[src/rtl/sdh_dma_pkg.sv]
package sdh_dma_pkg;
  localparam logic [3:0] SEL_MODE    = 4'd0;
  localparam logic [3:0] SEL_CTRL    = 4'd1;
  localparam logic [3:0] SEL_DONE    = 4'd2;
  localparam logic [3:0] SEL_ERR     = 4'd3;
  localparam logic [3:0] SEL_ADDR_LO = 4'd4;
  localparam logic [3:0] SEL_ADDR_HI = 4'd5;
  localparam logic [3:0] SEL_XMODE   = 4'd6;
  localparam logic [3:0] SEL_BLKCNT  = 4'd7;
  localparam logic [3:0] SEL_BLKSIZE = 4'd8;

  localparam int BIT_DIR     = 16;
  localparam int BIT_INC     = 0;
  localparam int BIT_START   = 0;
  localparam int BIT_EN      = 1;
  localparam int BIT_RD_DONE = 20;
  localparam int BIT_WR_DONE = 16;
  localparam int BIT_RD_ERR  = 17;
  localparam int BIT_WR_ERR  = 16;

  function automatic logic [31:0] xfer_words(input logic [31:0] cnt,
                                             input logic [31:0] bsz,
                                             input int unsigned wb);
    logic [31:0] bytes;
    bytes = cnt * bsz;
    return bytes / 32'(wb);
  endfunction

  function automatic logic addr_aligned(input logic [63:0] a, input int unsigned lsb);
    logic [63:0] m;
    m = (64'd1 << lsb) - 64'd1;
    return (a & m) == 64'd0;
  endfunction
endpackage

[src/rtl/sdh_dma_regs.sv]
module sdh_dma_regs
  import sdh_dma_pkg::*;
#(
  parameter int AW    = 64,
  parameter int CNT_W = 8,
  parameter int BSZ_W = 12
) (
  input  logic             clk,
  input  logic             rst_n,
  input  logic             wr_en,
  input  logic [3:0]       sel,
  input  logic [31:0]      wdata,
  input  logic             busy,
  input  logic             set_rd_done,
  input  logic             set_wr_done,
  input  logic             set_rd_err,
  input  logic             set_wr_err,
  output logic             mode_dir,
  output logic             mode_inc,
  output logic             dma_en,
  output logic [AW-1:0]    start_addr,
  output logic [CNT_W-1:0] blk_cnt,
  output logic [BSZ_W-1:0] blk_size,
  output logic [31:0]      rdata
);
  localparam int HI_W = AW - 32;

  logic [31:0]   addr_lo_q;
  logic [HI_W-1:0] addr_hi_q;
  logic rd_done_q, wr_done_q, rd_err_q, wr_err_q;

  logic wr_mode, wr_done_reg, wr_err_reg, wr_lo, wr_hi, wr_x, wr_cnt, wr_sz;
  assign wr_mode     = wr_en && sel == SEL_MODE;
  assign wr_done_reg = wr_en && sel == SEL_DONE;
  assign wr_err_reg  = wr_en && sel == SEL_ERR;
  assign wr_lo       = wr_en && sel == SEL_ADDR_LO && !busy;
  assign wr_hi       = wr_en && sel == SEL_ADDR_HI && !busy;
  assign wr_x        = wr_en && sel == SEL_XMODE;
  assign wr_cnt      = wr_en && sel == SEL_BLKCNT;
  assign wr_sz       = wr_en && sel == SEL_BLKSIZE;

  always_ff @(posedge clk or negedge rst_n) begin
    if (!rst_n) begin
      mode_dir  <= 1'b0;
      mode_inc  <= 1'b0;
      dma_en    <= 1'b0;
      addr_lo_q <= '0;
      addr_hi_q <= '0;
      blk_cnt   <= '0;
      blk_size  <= '0;
      rd_done_q <= 1'b0;
      wr_done_q <= 1'b0;
      rd_err_q  <= 1'b0;
      wr_err_q  <= 1'b0;
    end else begin
      if (wr_mode) begin
        mode_dir <= wdata[BIT_DIR];
        mode_inc <= wdata[BIT_INC];
      end
      if (wr_x)   dma_en    <= wdata[BIT_EN];
      if (wr_lo)  addr_lo_q <= wdata;
      if (wr_hi)  addr_hi_q <= wdata[HI_W-1:0];
      if (wr_cnt) blk_cnt   <= wdata[CNT_W-1:0];
      if (wr_sz)  blk_size  <= wdata[BSZ_W-1:0];
      rd_done_q <= (wr_done_reg ? (rd_done_q & wdata[BIT_RD_DONE]) : rd_done_q) | set_rd_done;
      wr_done_q <= (wr_done_reg ? (wr_done_q & wdata[BIT_WR_DONE]) : wr_done_q) | set_wr_done;
      rd_err_q  <= (wr_err_reg  ? (rd_err_q  & wdata[BIT_RD_ERR])  : rd_err_q)  | set_rd_err;
      wr_err_q  <= (wr_err_reg  ? (wr_err_q  & wdata[BIT_WR_ERR])  : wr_err_q)  | set_wr_err;
    end
  end

  assign start_addr = {addr_hi_q, addr_lo_q};

  always_comb begin
    rdata = '0;
    case (sel)
      SEL_MODE: begin
        rdata[BIT_DIR] = mode_dir;
        rdata[BIT_INC] = mode_inc;
      end
      SEL_DONE: begin
        rdata[BIT_RD_DONE] = rd_done_q;
        rdata[BIT_WR_DONE] = wr_done_q;
      end
      SEL_ERR: begin
        rdata[BIT_RD_ERR] = rd_err_q;
        rdata[BIT_WR_ERR] = wr_err_q;
      end
      SEL_ADDR_LO: rdata = addr_lo_q;
      SEL_ADDR_HI: rdata = 32'(addr_hi_q);
      SEL_XMODE:   rdata[BIT_EN] = dma_en;
      SEL_BLKCNT:  rdata = 32'(blk_cnt);
      SEL_BLKSIZE: rdata = 32'(blk_size);
      default:     rdata = '0;
    endcase
  end
endmodule

[src/rtl/sdh_dma_engine.sv]
module sdh_dma_engine
  import sdh_dma_pkg::*;
#(
  parameter int AW          = 64,
  parameter int CNT_W       = 8,
  parameter int BSZ_W       = 12,
  parameter int WORD_BYTES  = 4,
  parameter int ALIGN_BYTES = 16
) (
  input  logic             clk,
  input  logic             rst_n,
  input  logic             start_req,
  input  logic             dma_en,
  input  logic             mode_dir,
  input  logic             mode_inc,
  input  logic [AW-1:0]    start_addr,
  input  logic [CNT_W-1:0] blk_cnt,
  input  logic [BSZ_W-1:0] blk_size,
  input  logic             card_din_vld,
  input  logic             card_dout_rdy,
  input  logic             mem_rdy,
  output logic             busy,
  output logic             dir_q,
  output logic             inc_q,
  output logic [AW-1:0]    cur_addr,
  output logic             req_vld,
  output logic             start_accept,
  output logic             misalign_hit,
  output logic             word_xfer,
  output logic             last_word,
  output logic             set_rd_done,
  output logic             set_wr_done,
  output logic             set_rd_err,
  output logic             set_wr_err
);
  localparam int REM_W     = CNT_W + BSZ_W;
  localparam int ALIGN_LSB = $clog2(ALIGN_BYTES);

  logic [REM_W-1:0] remaining;
  logic [REM_W-1:0] len_words;
  logic             zero_len, launch;
  logic [63:0]      addr_ext;

  assign addr_ext     = 64'(start_addr);
  assign len_words    = REM_W'(xfer_words(32'(blk_cnt), 32'(blk_size), WORD_BYTES));
  assign start_accept = start_req && dma_en && !busy;
  assign misalign_hit = start_accept && !addr_aligned(addr_ext, ALIGN_LSB);
  assign zero_len     = start_accept && !misalign_hit && len_words == '0;
  assign launch       = start_accept && !misalign_hit && len_words != '0;

  assign req_vld   = busy && (dir_q ? card_din_vld : card_dout_rdy);
  assign word_xfer = req_vld && mem_rdy;
  assign last_word = word_xfer && remaining == REM_W'(1);

  assign set_rd_done = (last_word && dir_q) || (zero_len && mode_dir);
  assign set_wr_done = (last_word && !dir_q) || (zero_len && !mode_dir);
  assign set_rd_err  = misalign_hit && mode_dir;
  assign set_wr_err  = misalign_hit && !mode_dir;

  always_ff @(posedge clk or negedge rst_n) begin
    if (!rst_n) begin
      busy      <= 1'b0;
      dir_q     <= 1'b0;
      inc_q     <= 1'b0;
      cur_addr  <= '0;
      remaining <= '0;
    end else if (launch) begin
      busy      <= 1'b1;
      dir_q     <= mode_dir;
      inc_q     <= mode_inc;
      cur_addr  <= start_addr;
      remaining <= len_words;
    end else if (word_xfer) begin
      remaining <= remaining - REM_W'(1);
      if (inc_q) cur_addr <= cur_addr + AW'(WORD_BYTES);
      if (last_word) busy <= 1'b0;
    end
  end
endmodule

[src/rtl/sdh_dma_ctrl.sv]
module sdh_dma_ctrl
  import sdh_dma_pkg::*;
#(
  parameter int AW          = 64,
  parameter int CNT_W       = 8,
  parameter int BSZ_W       = 12,
  parameter int WORD_BYTES  = 4,
  parameter int ALIGN_BYTES = 16
) (
  input  logic          clk,
  input  logic          rst_n,
  input  logic          reg_wr,
  input  logic [3:0]    reg_sel,
  input  logic [31:0]   reg_wdata,
  output logic [31:0]   reg_rdata,
  output logic          pio_sel,
  output logic          mem_req_vld,
  output logic          mem_we,
  output logic [AW-1:0] mem_addr,
  output logic [31:0]   mem_wdata,
  input  logic          mem_rdy,
  input  logic [31:0]   mem_rdata,
  input  logic [31:0]   card_din,
  input  logic          card_din_vld,
  output logic          card_din_pop,
  output logic [31:0]   card_dout,
  output logic          card_dout_vld,
  input  logic          card_dout_rdy
);
  logic             busy, dir_q, inc_q, mode_dir, mode_inc, dma_en;
  logic             start_req, start_accept, misalign_hit, word_xfer, last_word;
  logic             set_rd_done, set_wr_done, set_rd_err, set_wr_err;
  logic [AW-1:0]    start_addr, cur_addr;
  logic [CNT_W-1:0] blk_cnt;
  logic [BSZ_W-1:0] blk_size;

  assign start_req = reg_wr && reg_sel == SEL_CTRL && reg_wdata[BIT_START];

  sdh_dma_regs #(.AW(AW), .CNT_W(CNT_W), .BSZ_W(BSZ_W)) u_regs (
    .clk(clk), .rst_n(rst_n), .wr_en(reg_wr), .sel(reg_sel), .wdata(reg_wdata),
    .busy(busy), .set_rd_done(set_rd_done), .set_wr_done(set_wr_done),
    .set_rd_err(set_rd_err), .set_wr_err(set_wr_err),
    .mode_dir(mode_dir), .mode_inc(mode_inc), .dma_en(dma_en),
    .start_addr(start_addr), .blk_cnt(blk_cnt), .blk_size(blk_size),
    .rdata(reg_rdata)
  );

  sdh_dma_engine #(.AW(AW), .CNT_W(CNT_W), .BSZ_W(BSZ_W),
                   .WORD_BYTES(WORD_BYTES), .ALIGN_BYTES(ALIGN_BYTES)) u_eng (
    .clk(clk), .rst_n(rst_n), .start_req(start_req), .dma_en(dma_en),
    .mode_dir(mode_dir), .mode_inc(mode_inc), .start_addr(start_addr),
    .blk_cnt(blk_cnt), .blk_size(blk_size),
    .card_din_vld(card_din_vld), .card_dout_rdy(card_dout_rdy), .mem_rdy(mem_rdy),
    .busy(busy), .dir_q(dir_q), .inc_q(inc_q), .cur_addr(cur_addr),
    .req_vld(mem_req_vld), .start_accept(start_accept), .misalign_hit(misalign_hit),
    .word_xfer(word_xfer), .last_word(last_word),
    .set_rd_done(set_rd_done), .set_wr_done(set_wr_done),
    .set_rd_err(set_rd_err), .set_wr_err(set_wr_err)
  );

  assign pio_sel       = !dma_en;
  assign mem_we        = dir_q;
  assign mem_addr      = cur_addr;
  assign mem_wdata     = card_din;
  assign card_din_pop  = word_xfer && dir_q;
  assign card_dout     = mem_rdata;
  assign card_dout_vld = word_xfer && !dir_q;
endmodule

[config.mk]
export PLATFORM = sky130hd
export DESIGN_NAME = sdh_dma_ctrl
export DESIGN_NICKNAME = d
export VERILOG_FILES = /design/src/rtl/sdh_dma_pkg.sv /design/src/rtl/sdh_dma_regs.sv /design/src/rtl/sdh_dma_engine.sv /design/src/rtl/sdh_dma_ctrl.sv
export SDC_FILE = /design/constraint.sdc
export NUM_CORES = 1
export LEC_CHECK = 0
export BUFFER_PORTS_ARGS = -buffer_cell sky130_fd_sc_hd__buf_2
export CAP_MARGIN = 20
export CORE_MARGIN = 1
export CORE_UTILIZATION = 30
export DETAILED_ROUTE_END_ITERATION = 7
export MAX_ROUTING_LAYER = met4
export PLACE_DENSITY = 0.58
export SYNTH_ARGS = -nofsm -noshare
export SYNTH_HDL_FRONTEND = slang
export SYNTH_SLANG_ARGS = --single-unit
[constraint.sdc]
create_clock -name clk -period 7.7 [get_ports clk]
set_input_delay 1.54 -clock clk [delete_from_list [all_inputs] [get_ports clk]]
set_output_delay 1.54 -clock clk [all_outputs]
set_load 0.01 [all_outputs]
==> metrics.md <==
| Metric | Value |
|---|---|
| Die width | `around 210 um` |
| Met3 GRT Util | `0.0311` |
| Mapped Area | `around 13000 sq um` |
| Hold wc startpoint | `u_regs.rd_err_q` |
| HPWL after detailed placement | `~25 mm` |
| H-tree depth | `4` |
| Max_cap viols | `0` |
| Post-Synthesis Cells | `1177` |
| Post-synth EDFFs | `0` |
| Combinational share of power | `0.518` |
| Nature of the critical path endpoint | `flip-flop` |
| CTS resizes | `0` |
| Commonest register cell after synthesis | `dfrtp_1` |
| Initial antenna violation count | `1` |
| Peak VDD IR | `0.287 mV` |
| Final worst-path cycle share | `0.823` |
| Leakage | `6.63 nW` |
| Share of layout cells above drive strength 1 | `0.282` |
| Switching share of power | `0.437` |
| Layout Nets | `1437` |
| Reg-to-Reg Start | `u_regs.blk_cnt[6]` |
| Num ports | `271` |
| Global route overflow | `0` |
| Top cell type's share of synthesized area | `0.356` |
| Layout Utilization | `0.338` |
| CTS max path bufs | `2` |
| Commonest cells in the netlist | `178 x dfrtp_1, 122 x nand2_1, 110 x mux2_2, 85 x inv_1, 64 x buf_4` |
| Drt first pass iters | `7` |
| Synth area leaders | `dfrtp_1 36%, mux2_2 9.9%, fa_1 9.6%` |
| Num rows | `74` |
| Final Hold Viols | `0` |
| Clk_skew | `0.0122 ns` |
| Seq pwr share | `0.291` |
| Most numerous cell in the Yosys netlist | `dfrtp_1` |
| Cts bufs inserted | `17` |
| Status | `finished, violations left` |
| Cell Pwr Density | `339 nW/um^2` |
| Grt met1 use | `0.207` |
| Slew Limit Headroom | `0.360` |
| Initial Util | `0.305` |
| Crit path from | `u_regs.blk_cnt[6]` |
| Clock slew at reported path FFs | `approximately 0.080 ns` |
| Tmin final | `6.34 ns` |
| Clock sink count | `178` |
| Final setup vio count | `0` |
| Vias/cell | `4.95` |
| Initial drt markers | `about 640` |
| GRT met2 Usage | `0.261` |
| Via count | `8787` |
| Critical Path Start Type | `flip-flop` |
| Fin Setup TNS | `0 ns` |
| Worst-path maximum fanout | `68` |
| CTS Hold Bufs | `0` |
| Int Pwr | `0.00265 W` |
| Die area | `42600 sq um` |
| Yosys warnings | `0` |
| Core area | `41000 sq um` |
| Worst Hold Class | `flip-flop to flip-flop` |
| Yosys reg bits | `178` |
| RSZ-0062 raised after global routing | `false` |
| Port Buffers | `142` |
| DRT antenna net count | `0` |
| Grt peak-use layer | `met2` |
| Fmax achieved | `between 150 and 200 MHz` |
| Avg Inst Size Synth | `10.6 sq um` |
| Worst skew pair latency | `0.45 ns` |
| Async SR Flop Fraction | `1.00` |
| Total track usage | `0.162` |
| Vias in the first global route | `8951` |
| Required time of the critical path | `8.03 ns` |
| Drt wl/cell | `18.5 um` |
| DRT Wirelength | `around 33 mm` |
| Gp weighted congestion | `0.890` |
| Final antenna diode count | `0` |
| Crit Path Class | `flip-flop to flip-flop` |
| Post-synthesis cell type count | `62` |
| Drc violations | `55` |
| Die Ht | `between 200 and 250 um` |
| Max-slew violation count | `0` |
| Violated checks | `DRC` |
| Worst Tran Pin Value | `just under 1 ns` |
| Sequential element share of the synthesized area | `0.356` |
| First-pass GRT wire length | `51.4 mm` |
| Largest net degree at the start of global routing | `roughly 110` |
| NetSw | `0.00206 W` |
| Cell taking the most area after synthesis | `dfrtp_1` |
| Area Growth Syn to Fin | `10.8%` |
| Worst EP arrival | `6.66 ns` |
| CTS tree | `done` |
| Post-CTS Repair Setup Buffers | `0` |
| Synth Net Count | `1385` |
| Clock root cell | `clkbuf_16` |
| Clock power frac | `0.192` |
-- stage by stage --
stage                     instances  cell area [sq um]  hold slack (ns)  setup slack [ns]  total power [W]
final                          1774              13900            0.502              1.36          0.00470
after global routing           1774              13900            0.541              1.01          0.00512
after CTS                      1774              13900            0.503              1.40          0.00477
after detailed placement       1742              13300            0.488              1.43          0.00385
after global placement         1742              13300            0.479              1.63          0.00381
after floorplan                1177              12500            0.460              2.32          0.00326
-- flip-flops by register name, summed over array words and instances, names as in the netlist, 8 cells and up --
name and flops:
u_regs.blk_size 12, u_regs.addr_hi_q 32, u_regs.blk_cnt 8, u_eng.remaining 20, u_regs.addr_lo_q 32, u_eng.cur_addr 64
-- kinds of logic after synthesis --
group / Yosys count / share of synthesized area
AOI/OAI and AO/OA: 101 / 0.0613
xor gates and xnor gates: 93 / 0.0650
adders and majority gates: 102 / 0.138
buffers and inverters: 202 / 0.0844
DFF: 178 / 0.356
muxes: 163 / 0.159
and+or+nand+nor: 338 / 0.137
-- layout make-up --
type                    count  area (sq um)
fillers                  4158         27100
inverters                  85           319
repair buffers            150           792
multi-input cells         797          7050
well taps                 532           666
clock inverters            14           168
clock buffers              18           429
flip-flops and latches    178          4450
-- metal layers --
layer,vias to the layer above,wire length (um)
met4,0,520
met2,264,15800
li1,4059,-
met1,4436,14500
met3,28,1870
met5,-,0
-- path summary, 6_finish.rpt --
path	endpoint	slack, ns	cells past startpoint
min reg2reg	u_regs.rd_err_q	0.50	1
max in group asynchronous	u_regs.addr_hi_q[10]	4.98	2
min	u_regs.rd_err_q	0.50	1
min in group asynchronous	u_eng.cur_addr[0]	1.19	1
max reg2reg	u_eng.cur_addr[11]	1.36	15
max	u_eng.cur_addr[11]	1.36	15
-- critical path, stage by stage, from the launching register on --
cell and delay [ns]:
dfrtp_1 0.64, nand2_1 0.15, fa_1 0.51, fa_1 0.53, fa_1 0.52, fa_1 0.54
inv_1 0.04, ha_1 0.41, a21oi_2 0.20, o22ai_1 0.13, a211o_1 0.31, a31oi_2 0.21
o21ai_0 0.32, a41oi_4 0.72, buf_12 0.44, mux2_2 0.40
-- cell usage in the layout, fill, tap and decap left out, types with 27 or more instances in the layout --
cell type | Yosys | final
dfrtp_1 | 178 | 178
buf_2 | 5 | 141
nand2_1 | 122 | 122
mux2_2 | 110 | 110
inv_1 | 85 | 85
xnor2_1 | 62 | 62
fa_1 | 60 | 60
mux2_4 | 44 | 44
nor2_1 | 43 | 42
ha_1 | 42 | 42
and2_1 | 41 | 41
xor2_1 | 31 | 31
nand3_1 | 27 | 27
-- power groups by stage --
stage	combinational (W)	clock [W]	sequential (W)
after global routing	0.00276	0.000962	0.00140
after CTS	0.00248	0.000920	0.00136
after floorplan	0.00199	0	0.00126
after detailed placement	0.00247	0	0.00138
final	0.00244	0.000901	0.00137
after global placement	0.00244	0	0.00137
No activity file was read; power rests on OpenSTA's default activity.
